[src/rtl/dmat_pkg.sv]
package dmat_pkg;

    typedef enum logic [2:0] {
        S_IDLE,
        S_REQ,
        S_RD,
        S_WR,
        S_UPD
    } dmat_state_e;

    localparam logic [1:0] STEP_INC = 2'b01;
    localparam logic [1:0] STEP_DEC = 2'b10;

    // byte count of one unit for a width code
    function automatic logic [2:0] unit_bytes(input logic [1:0] sz);
        unique case (sz)
            2'd0:    return 3'd1;
            2'd1:    return 3'd2;
            default: return 3'd4;
        endcase
    endfunction

    // misalignment of a pointer for a width code (low two address bits)
    function automatic logic misaligned(input logic [1:0] sz, input logic [1:0] lo);
        unique case (sz)
            2'd0:    return 1'b0;
            2'd1:    return lo[0];
            default: return |lo;
        endcase
    endfunction

endpackage

[src/rtl/dmat_arb.sv]
module dmat_arb #(
    parameter int NCH = 4,
    parameter int CHW = 2
) (
    input  logic [NCH-1:0] req,
    output logic [NCH-1:0] gnt,
    output logic           any,
    output logic [CHW-1:0] idx
);

    logic [NCH:0] seen;

    assign seen[0] = 1'b0;

    generate
        for (genvar i = 0; i < NCH; i++) begin : g_pri
            assign gnt[i]    = req[i] & ~seen[i];
            assign seen[i+1] = seen[i] | req[i];
        end
    endgenerate

    assign any = seen[NCH];

    always_comb begin
        idx = '0;
        for (int i = 0; i < NCH; i++) begin
            if (gnt[i]) idx = CHW'(i);
        end
    end

endmodule

[src/rtl/dmat_glob.sv]
module dmat_glob (
    input  logic clk,
    input  logic rst_n,
    input  logic dme,
    input  logic nmi_set,
    input  logic nmi_clr,
    input  logic ae_set,
    input  logic ae_clr,
    output logic nmif,
    output logic ae,
    output logic run_ok
);

    always_ff @(posedge clk or negedge rst_n) begin
        if (!rst_n) begin
            nmif <= 1'b0;
            ae   <= 1'b0;
        end else begin
            if (nmi_set)      nmif <= 1'b1;
            else if (nmi_clr) nmif <= 1'b0;
            if (ae_set)       ae   <= 1'b1;
            else if (ae_clr)  ae   <= 1'b0;
        end
    end

    assign run_ok = dme & ~nmif & ~ae;

endmodule

[src/rtl/dmat_chan.sv]
module dmat_chan
    import dmat_pkg::*;
#(
    parameter int AW = 32,
    parameter int CW = 16
) (
    input  logic          clk,
    input  logic          rst_n,
    input  logic          cfg_we,
    input  logic [AW-1:0] cfg_sar,
    input  logic [AW-1:0] cfg_dar,
    input  logic [CW-1:0] cfg_cnt,
    input  logic [1:0]    cfg_sz,
    input  logic [1:0]    cfg_smd,
    input  logic [1:0]    cfg_dmd,
    input  logic          cfg_ie,
    input  logic          de_set,
    input  logic          de_clr,
    input  logic          upd,
    output logic [AW-1:0] sar,
    output logic [AW-1:0] dar,
    output logic [CW-1:0] cnt,
    output logic [1:0]    sz,
    output logic          ie,
    output logic          de,
    output logic          te,
    output logic          ready
);

    logic [1:0]    smd_q, dmd_q;
    logic [AW-1:0] step, sar_nx, dar_nx;

    assign step = AW'(unit_bytes(sz));

    always_comb begin
        unique case (smd_q)
            STEP_INC: sar_nx = sar + step;
            STEP_DEC: sar_nx = sar - step;
            default:  sar_nx = sar;
        endcase
        unique case (dmd_q)
            STEP_INC: dar_nx = dar + step;
            STEP_DEC: dar_nx = dar - step;
            default:  dar_nx = dar;
        endcase
    end

    always_ff @(posedge clk or negedge rst_n) begin
        if (!rst_n) begin
            sar   <= '0;
            dar   <= '0;
            cnt   <= '0;
            sz    <= '0;
            smd_q <= '0;
            dmd_q <= '0;
            ie    <= 1'b0;
            de    <= 1'b0;
            te    <= 1'b0;
        end else begin
            if (cfg_we) begin
                sar   <= cfg_sar;
                dar   <= cfg_dar;
                cnt   <= cfg_cnt;
                sz    <= cfg_sz;
                smd_q <= cfg_smd;
                dmd_q <= cfg_dmd;
                ie    <= cfg_ie;
                te    <= 1'b0;
            end else if (upd) begin
                sar <= sar_nx;
                dar <= dar_nx;
                cnt <= cnt - CW'(1);
                if (cnt == CW'(1)) te <= 1'b1;
            end
            if (de_clr)      de <= 1'b0;
            else if (de_set) de <= 1'b1;
        end
    end

    assign ready = de & ~te & (cnt != '0);

    // the end flag only rises together with an exhausted count
    p_te_at_zero_r1: assert property (@(posedge clk) disable iff (!rst_n)
        $rose(te) |-> (cnt == '0));

endmodule

[src/rtl/dmat_ctrl.sv]
module dmat_ctrl
    import dmat_pkg::*;
#(
    parameter int NCH = 4,
    parameter int AW  = 32,
    parameter int DW  = 32,
    parameter int CW  = 16
) (
    input  logic                   clk,
    input  logic                   rst_n,
    input  logic                   cfg_we,
    input  logic [$clog2(NCH)-1:0] cfg_ch,
    input  logic [AW-1:0]          cfg_sar,
    input  logic [AW-1:0]          cfg_dar,
    input  logic [CW-1:0]          cfg_cnt,
    input  logic [1:0]             cfg_size,
    input  logic [1:0]             cfg_src_mode,
    input  logic [1:0]             cfg_dst_mode,
    input  logic                   cfg_ie,
    input  logic [NCH-1:0]         en_set,
    input  logic [NCH-1:0]         en_clr,
    input  logic                   master_en,
    input  logic                   nmi_evt,
    input  logic                   nmi_clr,
    input  logic                   aerr_clr,
    output logic                   bus_req,
    input  logic                   bus_gnt,
    output logic                   bus_rd,
    output logic                   bus_wr,
    output logic [AW-1:0]          bus_addr,
    output logic [1:0]             bus_size,
    output logic [DW-1:0]          bus_wdata,
    input  logic [DW-1:0]          bus_rdata,
    input  logic                   bus_ack,
    output logic [NCH-1:0]         end_flag,
    output logic [NCH-1:0]         end_irq,
    output logic [NCH-1:0]         chan_en,
    output logic                   nmi_flag,
    output logic                   aerr_flag,
    input  logic [$clog2(NCH)-1:0] obs_ch,
    output logic [AW-1:0]          obs_sar,
    output logic [AW-1:0]          obs_dar,
    output logic [CW-1:0]          obs_cnt
);

    localparam int CHW = $clog2(NCH);

    dmat_state_e    state, state_nx;
    logic [CHW-1:0] cur;
    logic [DW-1:0]  data_q;

    logic [AW-1:0]  sar_a [NCH];
    logic [AW-1:0]  dar_a [NCH];
    logic [CW-1:0]  cnt_a [NCH];
    logic [1:0]     sz_a  [NCH];
    logic [NCH-1:0] ie_v, ready, win_vec, upd_v;
    logic [CHW-1:0] win_idx;
    logic           win_any, run_ok, mis_w, go, ae_set, upd;

    // per-channel register sets
    generate
        for (genvar i = 0; i < NCH; i++) begin : g_ch
            dmat_chan #(.AW(AW), .CW(CW)) u_chan (
                .clk     (clk),
                .rst_n   (rst_n),
                .cfg_we  (cfg_we && (cfg_ch == CHW'(i))),
                .cfg_sar (cfg_sar),
                .cfg_dar (cfg_dar),
                .cfg_cnt (cfg_cnt),
                .cfg_sz  (cfg_size),
                .cfg_smd (cfg_src_mode),
                .cfg_dmd (cfg_dst_mode),
                .cfg_ie  (cfg_ie),
                .de_set  (en_set[i]),
                .de_clr  (en_clr[i]),
                .upd     (upd_v[i]),
                .sar     (sar_a[i]),
                .dar     (dar_a[i]),
                .cnt     (cnt_a[i]),
                .sz      (sz_a[i]),
                .ie      (ie_v[i]),
                .de      (chan_en[i]),
                .te      (end_flag[i]),
                .ready   (ready[i])
            );
            assign upd_v[i] = upd && (cur == CHW'(i));
        end
    endgenerate

    dmat_arb #(.NCH(NCH), .CHW(CHW)) u_arb (
        .req (ready),
        .gnt (win_vec),
        .any (win_any),
        .idx (win_idx)
    );

    dmat_glob u_glob (
        .clk     (clk),
        .rst_n   (rst_n),
        .dme     (master_en),
        .nmi_set (nmi_evt),
        .nmi_clr (nmi_clr),
        .ae_set  (ae_set),
        .ae_clr  (aerr_clr),
        .nmif    (nmi_flag),
        .ae      (aerr_flag),
        .run_ok  (run_ok)
    );

    assign mis_w = misaligned(sz_a[win_idx], sar_a[win_idx][1:0]) |
                   misaligned(sz_a[win_idx], dar_a[win_idx][1:0]);
    assign go    = run_ok & win_any & ~mis_w;

    // state register and per-unit capture
    always_ff @(posedge clk or negedge rst_n) begin
        if (!rst_n) begin
            state  <= S_IDLE;
            cur    <= '0;
            data_q <= '0;
        end else begin
            state <= state_nx;
            if (state == S_IDLE && go)      cur    <= win_idx;
            if (state == S_RD && bus_ack)   data_q <= bus_rdata;
        end
    end

    // next-state logic: stops are looked at only in IDLE and REQ
    always_comb begin
        state_nx = state;
        unique case (state)
            S_IDLE: if (go) state_nx = S_REQ;
            S_REQ: begin
                if (!run_ok || !ready[cur]) state_nx = S_IDLE;
                else if (bus_gnt)           state_nx = S_RD;
            end
            S_RD:   if (bus_ack) state_nx = S_WR;
            S_WR:   if (bus_ack) state_nx = S_UPD;
            S_UPD:  state_nx = S_IDLE;
            default: state_nx = S_IDLE;
        endcase
    end

    // outputs
    always_comb begin
        bus_req = 1'b0;
        bus_rd  = 1'b0;
        bus_wr  = 1'b0;
        upd     = 1'b0;
        ae_set  = 1'b0;
        unique case (state)
            S_IDLE: ae_set  = run_ok & win_any & mis_w;
            S_REQ:  bus_req = 1'b1;
            S_RD: begin
                bus_req = 1'b1;
                bus_rd  = 1'b1;
            end
            S_WR: begin
                bus_req = 1'b1;
                bus_wr  = 1'b1;
            end
            S_UPD: begin
                bus_req = 1'b1;
                upd     = 1'b1;
            end
            default: ;
        endcase
    end

    assign bus_addr  = (state == S_WR) ? dar_a[cur] : sar_a[cur];
    assign bus_size  = sz_a[cur];
    assign bus_wdata = data_q;
    assign end_irq   = end_flag & ie_v;

    assign obs_sar = sar_a[obs_ch];
    assign obs_dar = dar_a[obs_ch];
    assign obs_cnt = cnt_a[obs_ch];

    logic [NCH-1:0] low_mask;
    assign low_mask = (NCH'(1) << cur) - NCH'(1);

    // a read in flight is never abandoned
    p_read_held_r5: assert property (@(posedge clk) disable iff (!rst_n)
        (bus_rd && !bus_ack) |=> bus_rd);

    // every write is the second half of an acknowledged read
    p_write_after_read_r5: assert property (@(posedge clk) disable iff (!rst_n)
        $rose(bus_wr) |-> $past(bus_rd && bus_ack));

    // a request only opens while the global run condition holds
    p_start_needs_run_r4: assert property (@(posedge clk) disable iff (!rst_n)
        $rose(bus_req) |-> $past(run_ok));

    // the channel taking the bus had no lower-numbered eligible rival
    p_lowest_wins_r7: assert property (@(posedge clk) disable iff (!rst_n)
        $rose(bus_req) |-> (($past(ready) & low_mask) == '0));

    // no access without the grant
    p_access_granted_r12: assert property (@(posedge clk) disable iff (!rst_n)
        (bus_rd || bus_wr) |-> bus_gnt);

    // the address-error flag rises only from an idle arbitration
    p_ae_when_idle_r10: assert property (@(posedge clk) disable iff (!rst_n)
        $rose(aerr_flag) |-> $past(state == S_IDLE));

endmodule

[config.mk]
export PLATFORM = sky130hd
export DESIGN_NAME = dmat_ctrl
export DESIGN_NICKNAME = d
export VERILOG_FILES = /design/src/rtl/dmat_pkg.sv /design/src/rtl/dmat_arb.sv /design/src/rtl/dmat_glob.sv /design/src/rtl/dmat_chan.sv /design/src/rtl/dmat_ctrl.sv
export SDC_FILE = /design/constraint.sdc
export NUM_CORES = 2
export LEC_CHECK = 0
export ABC_AREA = 1
export BUFFER_PORTS_ARGS = -buffer_cell sky130_fd_sc_hd__buf_2
export CAP_MARGIN = 0
export CORE_MARGIN = 10
export CORE_UTILIZATION = 50
export DETAILED_ROUTE_END_ITERATION = 12
export MAX_ROUTING_LAYER = met4
export PLACE_DENSITY_LB_ADDON = 0.3
export SKIP_LAST_GASP = 1
export SLEW_MARGIN = 20
export SYNTH_ARGS = -nofsm -noshare
export SYNTH_HDL_FRONTEND = slang
export SYNTH_SLANG_ARGS = --single-unit
[constraint.sdc]
create_clock -name clk -period 3.8 [get_ports clk]
set_input_delay 0.19 -clock clk [delete_from_list [all_inputs] [get_ports clk]]
set_output_delay 0.19 -clock clk [all_outputs]
set_load 0.05 [all_outputs]
Yosys cells after proc, flatten, opt, wreduce, memory -nomap -nowiden
Index checks and enable logic that the tools add are counted.
Widths: inputs -> output; s select.
- bits in registers: 395
- muxes and demuxes: 106
- reductions and logical operators: 63
- add/sub/neg operators: 20
- bitwise logic cells: 34
- eq/ne operators: 39
- order comparisons: 4
- operators with widths (cell ; number):
    $mux 32 ; 25
    $pmux 32 s2 ; 8
    $bmux 32 s2 ; 6
    $add 32x3->32 ; 8
    $sub 32x3->32 ; 8
    $mux 16 ; 10
    $eq 16x1->1 const B ; 4
    $reduce_bool 16->1 ; 4
    $sub 16x1->16 const B ; 4
    $bmux 16 s2 ; 1
    $mux 1 ; 31
    $eq 2x1->1 const B ; 15
    $reduce_bool 2->1 ; 14
    $eq 2x2->1 const B ; 12
    $pmux 3 s2 ; 4
    $reduce_and 2->1 ; 12
    $reduce_bool 3->1 ; 8
    $mux 2 ; 10
    $and 1x1->1 ; 16
    $mux 3 ; 5
    $logic_not 2->1 ; 7
    $pmux 3 s4 ; 1
    $logic_and 1x1->1 ; 10
    $not 1->1 ; 10
    19 further kinds ; 33

Longest topological paths before layout
- word-level depth: 19
- depth in mapped cells: 23
- mapped depth without buffers: 23

By module
A second synthesis with hierarchy kept.
- cells, all modules: 7249
- area, all modules: 42274.3 µm²
- by module, submodules not included (module ; instances ; cells an instance ; area each (µm²)):
    dmat_chan at g_ch[1].u_chan ... ; 2 ; 1566 ; 9143.8
    dmat_chan at g_ch[3].u_chan ; 1 ; 1557 ; 9107.5
    dmat_chan at g_ch[0].u_chan ; 1 ; 1566 ; 9087.5
    dmat_ctrl ; 1 ; 967 ; 5621.6
    dmat_glob ; 1 ; 13 ; 93.8
    dmat_arb ; 1 ; 14 ; 76.3

Least setup slack after synthesis
Ideal clock, no wire load.
- kind: flip-flop to flip-flop
- start: reg g_ch[2].u_chan.dmd_q[0]
- end: reg g_ch[2].u_chan.dar[25]
- period minus slack after synthesis: 3.095 ns
- setup slack: 0.705 ns
- buffers on the path: 0
- cell stages (with the launch flop): 16
- arrival time: 3.017 ns
- cells stage by stage: dfrtp_1 inv_1 ha_1 ha_1 a21o_1 a21oi_1 o21ai_0 a21boi_0 inv_1 nand2_1 nand2_1 a21boi_0 o21ai_0 nand2_1 nand2_1 o21bai_1
- word-level cells in the longest chain between the ends: 4
- RTL lines (item ; RTL line ; source):
    start: declaration ; dmat_chan.sv:30 ; logic [1:0] smd_q, dmd_q;
    start signal: assignment ; dmat_chan.sv:66 ; dmd_q <= cfg_dmd;
    $eq 2x2->1 / $eq 2x1->1 (equally long branches) ; dmat_chan.sv:41 ; unique case (dmd_q)
    $pmux 32 s2 ; dmat_chan.sv:41 ;
    $mux 32 ; dmat_chan.sv:69 ; end else if (upd) begin
    $mux 32 ; dmat_chan.sv:60 ; if (cfg_we) begin
    end signal: assignment ; dmat_chan.sv:62 ; dar <= cfg_dar;
    end signal: assignment ; dmat_chan.sv:71 ; dar <= dar_nx;
    end: declaration ; dmat_chan.sv:21 ; output logic [AW-1:0] dar,
Several ways; a longest one is shown, not always the timed one. The select of a mux whose other input is x is not followed.
A chain may end at the register's enable or synchronous reset.

Worst setup path after layout
- start: reg cur[1]
- end: out bus_addr[17]
- word-level cells in the longest chain between the ends: 5
- RTL lines (item ; RTL line ; source):
    start: declaration ; dmat_ctrl.sv:49 ; logic [CHW-1:0] cur;
    start signal: assignment ; dmat_ctrl.sv:122 ; if (state == S_IDLE && go) cur <= win_idx;
    $not 2->3 (implied by the code) * ; dmat_ctrl.sv:169 ; assign bus_addr = (state == S_WR) ? dar_a[cur] : sar_a[cur];
    $bmux 32 s2 ; dmat_ctrl.sv:169 ;
    $mux 32 (implied by the code) (2 in a row) ; dmat_ctrl.sv:169 ;
    $mux 32 * ; dmat_ctrl.sv:169 ;
    end: declaration ; dmat_ctrl.sv:30 ; output logic [AW-1:0] bus_addr,
Every way passes the cells marked *; elsewhere a longest branch is shown, timed or not. The select of a mux whose other input is x is not followed.

==> metrics.md <==
| Metric | Value |
|---|---|
| First-pass DRT Iterations | 6 |
| Worst Path Class, Setup | reg2out |
| WL per Instance | 26.4 um |
| VDD IR-drop max | about 800 uV |
| Synth Instances | 4,824 |
| Root Buffer | clkbuf_16 |
| Total Wirelength | 163 mm |
| CP required | 3610 ps |
| Port Buffers | 302 |
| Row cnt | 96 |
| Flops & latches, synth | 395 |
| Synth Cell Area | 34,600 um^2 |
| Die area | approximately 80,000 um^2 |
| Yosys top cell area share | 0.286 |
| Number of global-route vias before repair | 36.1k |
| Hold Path Class | in2reg |
| Initial antenna violation count | 4 |
| Asr flop ratio synth | 1.00 |
| Sink Count | 395 |
| Layout net count | 5,626 |
| Dpl hpwl | between 100 and 150 mm |
| Reg clk slew, reported paths | ~60 ps |
| Starting density of the core | 0.504 |
| Final Max Slew Viols | 0 |
| Crit-path cells | nand2_1, buf_4, inv_2, buf_12, a221oi_2, o21ai_0, buf_2 |
| Period Utilization, post-route | 0.973 |
| Startpoint Class | flop |
| Yosys Warn Count | 0 |
| Status | finished clean |
| Number of buffers and inverters on the critical path | 4 |
| Chip width | 283 um |
| Via count | 39.0k |
| CTS tree | done |
| RSZ-0062 raised after global routing | yes |
| Number of antenna-violating nets in the routed design | 0 |
| Sequential share of the synthesized area | 0.286 |
| Share of cells above drive strength 1 | 0.121 |
| Die Span Y | around 280 um |
| GPL Wtd Cong | approximately 1.1 |
| # setup viols final | 0 |
| Least-Margin Pin Slew | about 1100 ps |
| FMAX | about 270 MHz |
| CP endpoint kind | primary output |
| CP arrival | 3510 ps |
| Relative slew slack | 0.244 |
| Syn_area_per_cell | between 7 and 8 um^2 |
| Clock skew | approximately 56 ps |
| H-tree Lvls | 2 |
| Pin count of the biggest net entering global routing | 117 |
| Post-synthesis cell type count | roughly 60 |
| DRT iter0 DRCs | approximately 5k |
| CTS Buf Count | 50 |
| Worst-skew pair later-pin latency | 650 ps |
| Top cells by area, synth | dfrtp_1 (29%), nand2_1 (12%), ha_1 (10%) |
| Crit-path max FO | 39 |
| Period minus WS final | 3700 ps |
| P_leak | 19.0 nW |
| Biggest area consumer among synthesized cells | dfrtp_1 |
| First-pass GRT wire length | between 200 and 250 mm |
| Max-capacitance violation count | 0 |
| Core footprint | 68,600 um^2 |
| All-layer global routing usage | 0.406 |
| Fill cells | 6,515 |
| Synth Flop Type | dfrtp_1 |
| I/O pin total | roughly 300 |
| CTS Buffer Depth | 3 |
| Post-synth EDFFs | 0 |
| Total power | approximately 28 mW |
| Vias/cell | 6.31 |
| PD cells | 686 nW/um^2 |
| Remaining DRCs | 0 |
| Post-Synthesis Net Count | roughly 5.2k |
| Worst path max stage delay | 570 ps |
| Area Growth Syn to Fin | 16.6% |
| Setup TNS | 0 ps |
| Critical path's top delay family | buffers and inverters |
| Final Hold Viols | 0 |
| GRT overflow | 0 |
| Worst path slowest cell | a221oi_2 |
==> registers in the layout (all words and copies together), names as in the netlist <==
register	count
g_ch.u_chan.cnt	64
g_ch.u_chan.sar	128
bus_wdata	32
cur	2
g_ch.u_chan.sz	8
u_glob.ae	1
g_ch.u_chan.dar	128
g_ch.u_chan.ie	4
g_ch.u_chan.de	4
state	3
u_glob.nmif	1
g_ch.u_chan.dmd_q	8
g_ch.u_chan.te	4
g_ch.u_chan.smd_q	8
==> where the power goes <==
part	leakage, nW	total, mW	switching, mW	internal (mW)
clock	0.847	5.26	2.14	3.12
combinational	13.3	15.8	11.0	4.78
sequential	4.86	6.62	1.44	5.17
==> final cells by class <==
cell class,instances,area (um^2),area share
antenna,4,10.0,0.000248
clock buffer,68,1400,0.0347
clock inverter,20,348,0.00863
inverter,439,1650,0.0410
multi-input combinational,3812,22400,0.556
sequential,395,9880,0.245
tap,931,1160,0.0289
timing repair buffer,504,3410,0.0846
==> logic make-up after synthesis <==
family	count (synthesis)	synth area share
XOR/XNOR	197	0.0499
buffers and inverters	617	0.0685
AO/OA/AOI/OAI	1447	0.261
flip-flops	395	0.286
multiplexers	32	0.0104
adder cells (fa/ha/maj)	284	0.105
AND/OR/NAND/NOR	1852	0.219
==> placed cells by master, fill, tap and decap left out, types with 29 or more instances in the layout <==
cell / instances
a21oi_1: 390
a22oi_1: 40
a31oi_1: 44
buf_2: 300
buf_4: 95
clkbuf_16: 51
dfrtp_1: 395
dlygate4sd3_1: 98
ha_1: 276
inv_1: 410
mux2_2: 32
nand2_1: 1098
nand3_1: 137
nor2_1: 465
o211ai_1: 83
o21ai_0: 370
o21ai_1: 29
o21bai_1: 45
o221ai_1: 197
o22ai_1: 89
xnor2_1: 106
xor2_1: 91
==> cells in the mapped netlist (8+ instances only) <==
cell type	number
nor2_4	9
inv_2	16
o21a_1	25
a21oi_1	401
nor2_2	11
buf_2	8
buf_4	8
nor2_1	466
fa_1	8
nand2_2	12
or2_2	27
nor3_1	28
a211oi_1	10
a21boi_0	21
dfrtp_1	395
clkbuf_1	158
a31oi_1	44
mux2_2	32
o22ai_1	89
xor2_1	91
a21o_1	22
inv_1	416
xnor2_1	106
nand2_1	1099
nand3_1	137
o211ai_1	83
o2111ai_1	16
o21ai_1	11
a22oi_1	40
a221oi_1	23
o21ai_0	389
o221ai_1	197
o21bai_1	46
ha_1	276
nor4_1	10
nand4_1	27
==> routing by layer <==
metal / vias to the layer above / GRT usage / wire (um)
met5: - / - / 0
met4: 0 / 0.170 / 7540
met3: 354 / 0.112 / 20600
met2: 2437 / 0.554 / 65400
met1: 18500 / 0.554 / 69100
li1: 17700 / - / -
==> through the flow <==
step	setup slack, ps	std cells	cell area [um^2]	hold slack (ps)	utilization
after detailed placement	-53.5	5978	37400	294	0.546
final	103	6173	40300	44.5	0.588
after CTS	30.0	6164	40200	0.0906	0.586
after floorplan	705	4824	34600	-106	-
after global routing	-84.8	6170	40300	45.2	0.587
after global placement	62.6	5978	37400	292	0.546
==> final timing paths <==
path / slack [ps] / end / cells past startpoint / from
max: 100 / bus_addr[17] / 7 / cur[1]
min: 40 / g_ch[2].u_chan.dar[17] / 3 / cfg_dar[17]
max reg2reg: 170 / g_ch[0].u_chan.dar[26] / 21 / g_ch[0].u_chan.sz[1]
min reg2reg: 490 / g_ch[2].u_chan.ie / 2 / g_ch[2].u_chan.ie
max in group asynchronous: 2540 / bus_wdata[2] / 3 / rst_n
min in group asynchronous: 170 / g_ch[2].u_chan.cnt[11] / 2 / rst_n
==> worst min-delay path, stage by stage <==
cell,delay [ps]
buf_2,80
inv_1,150
o211ai_1,220
==> timing repair <==
item,in CTS,in global routing
hold endpoints to repair,290,0
resized for setup,4,47
cloned,0,0
setup buffers,0,5
pin swaps,0,3
hold buffers,98,0
endpoints found under the setup margin,7,77
No activity file was read; power rests on OpenSTA's default activity.
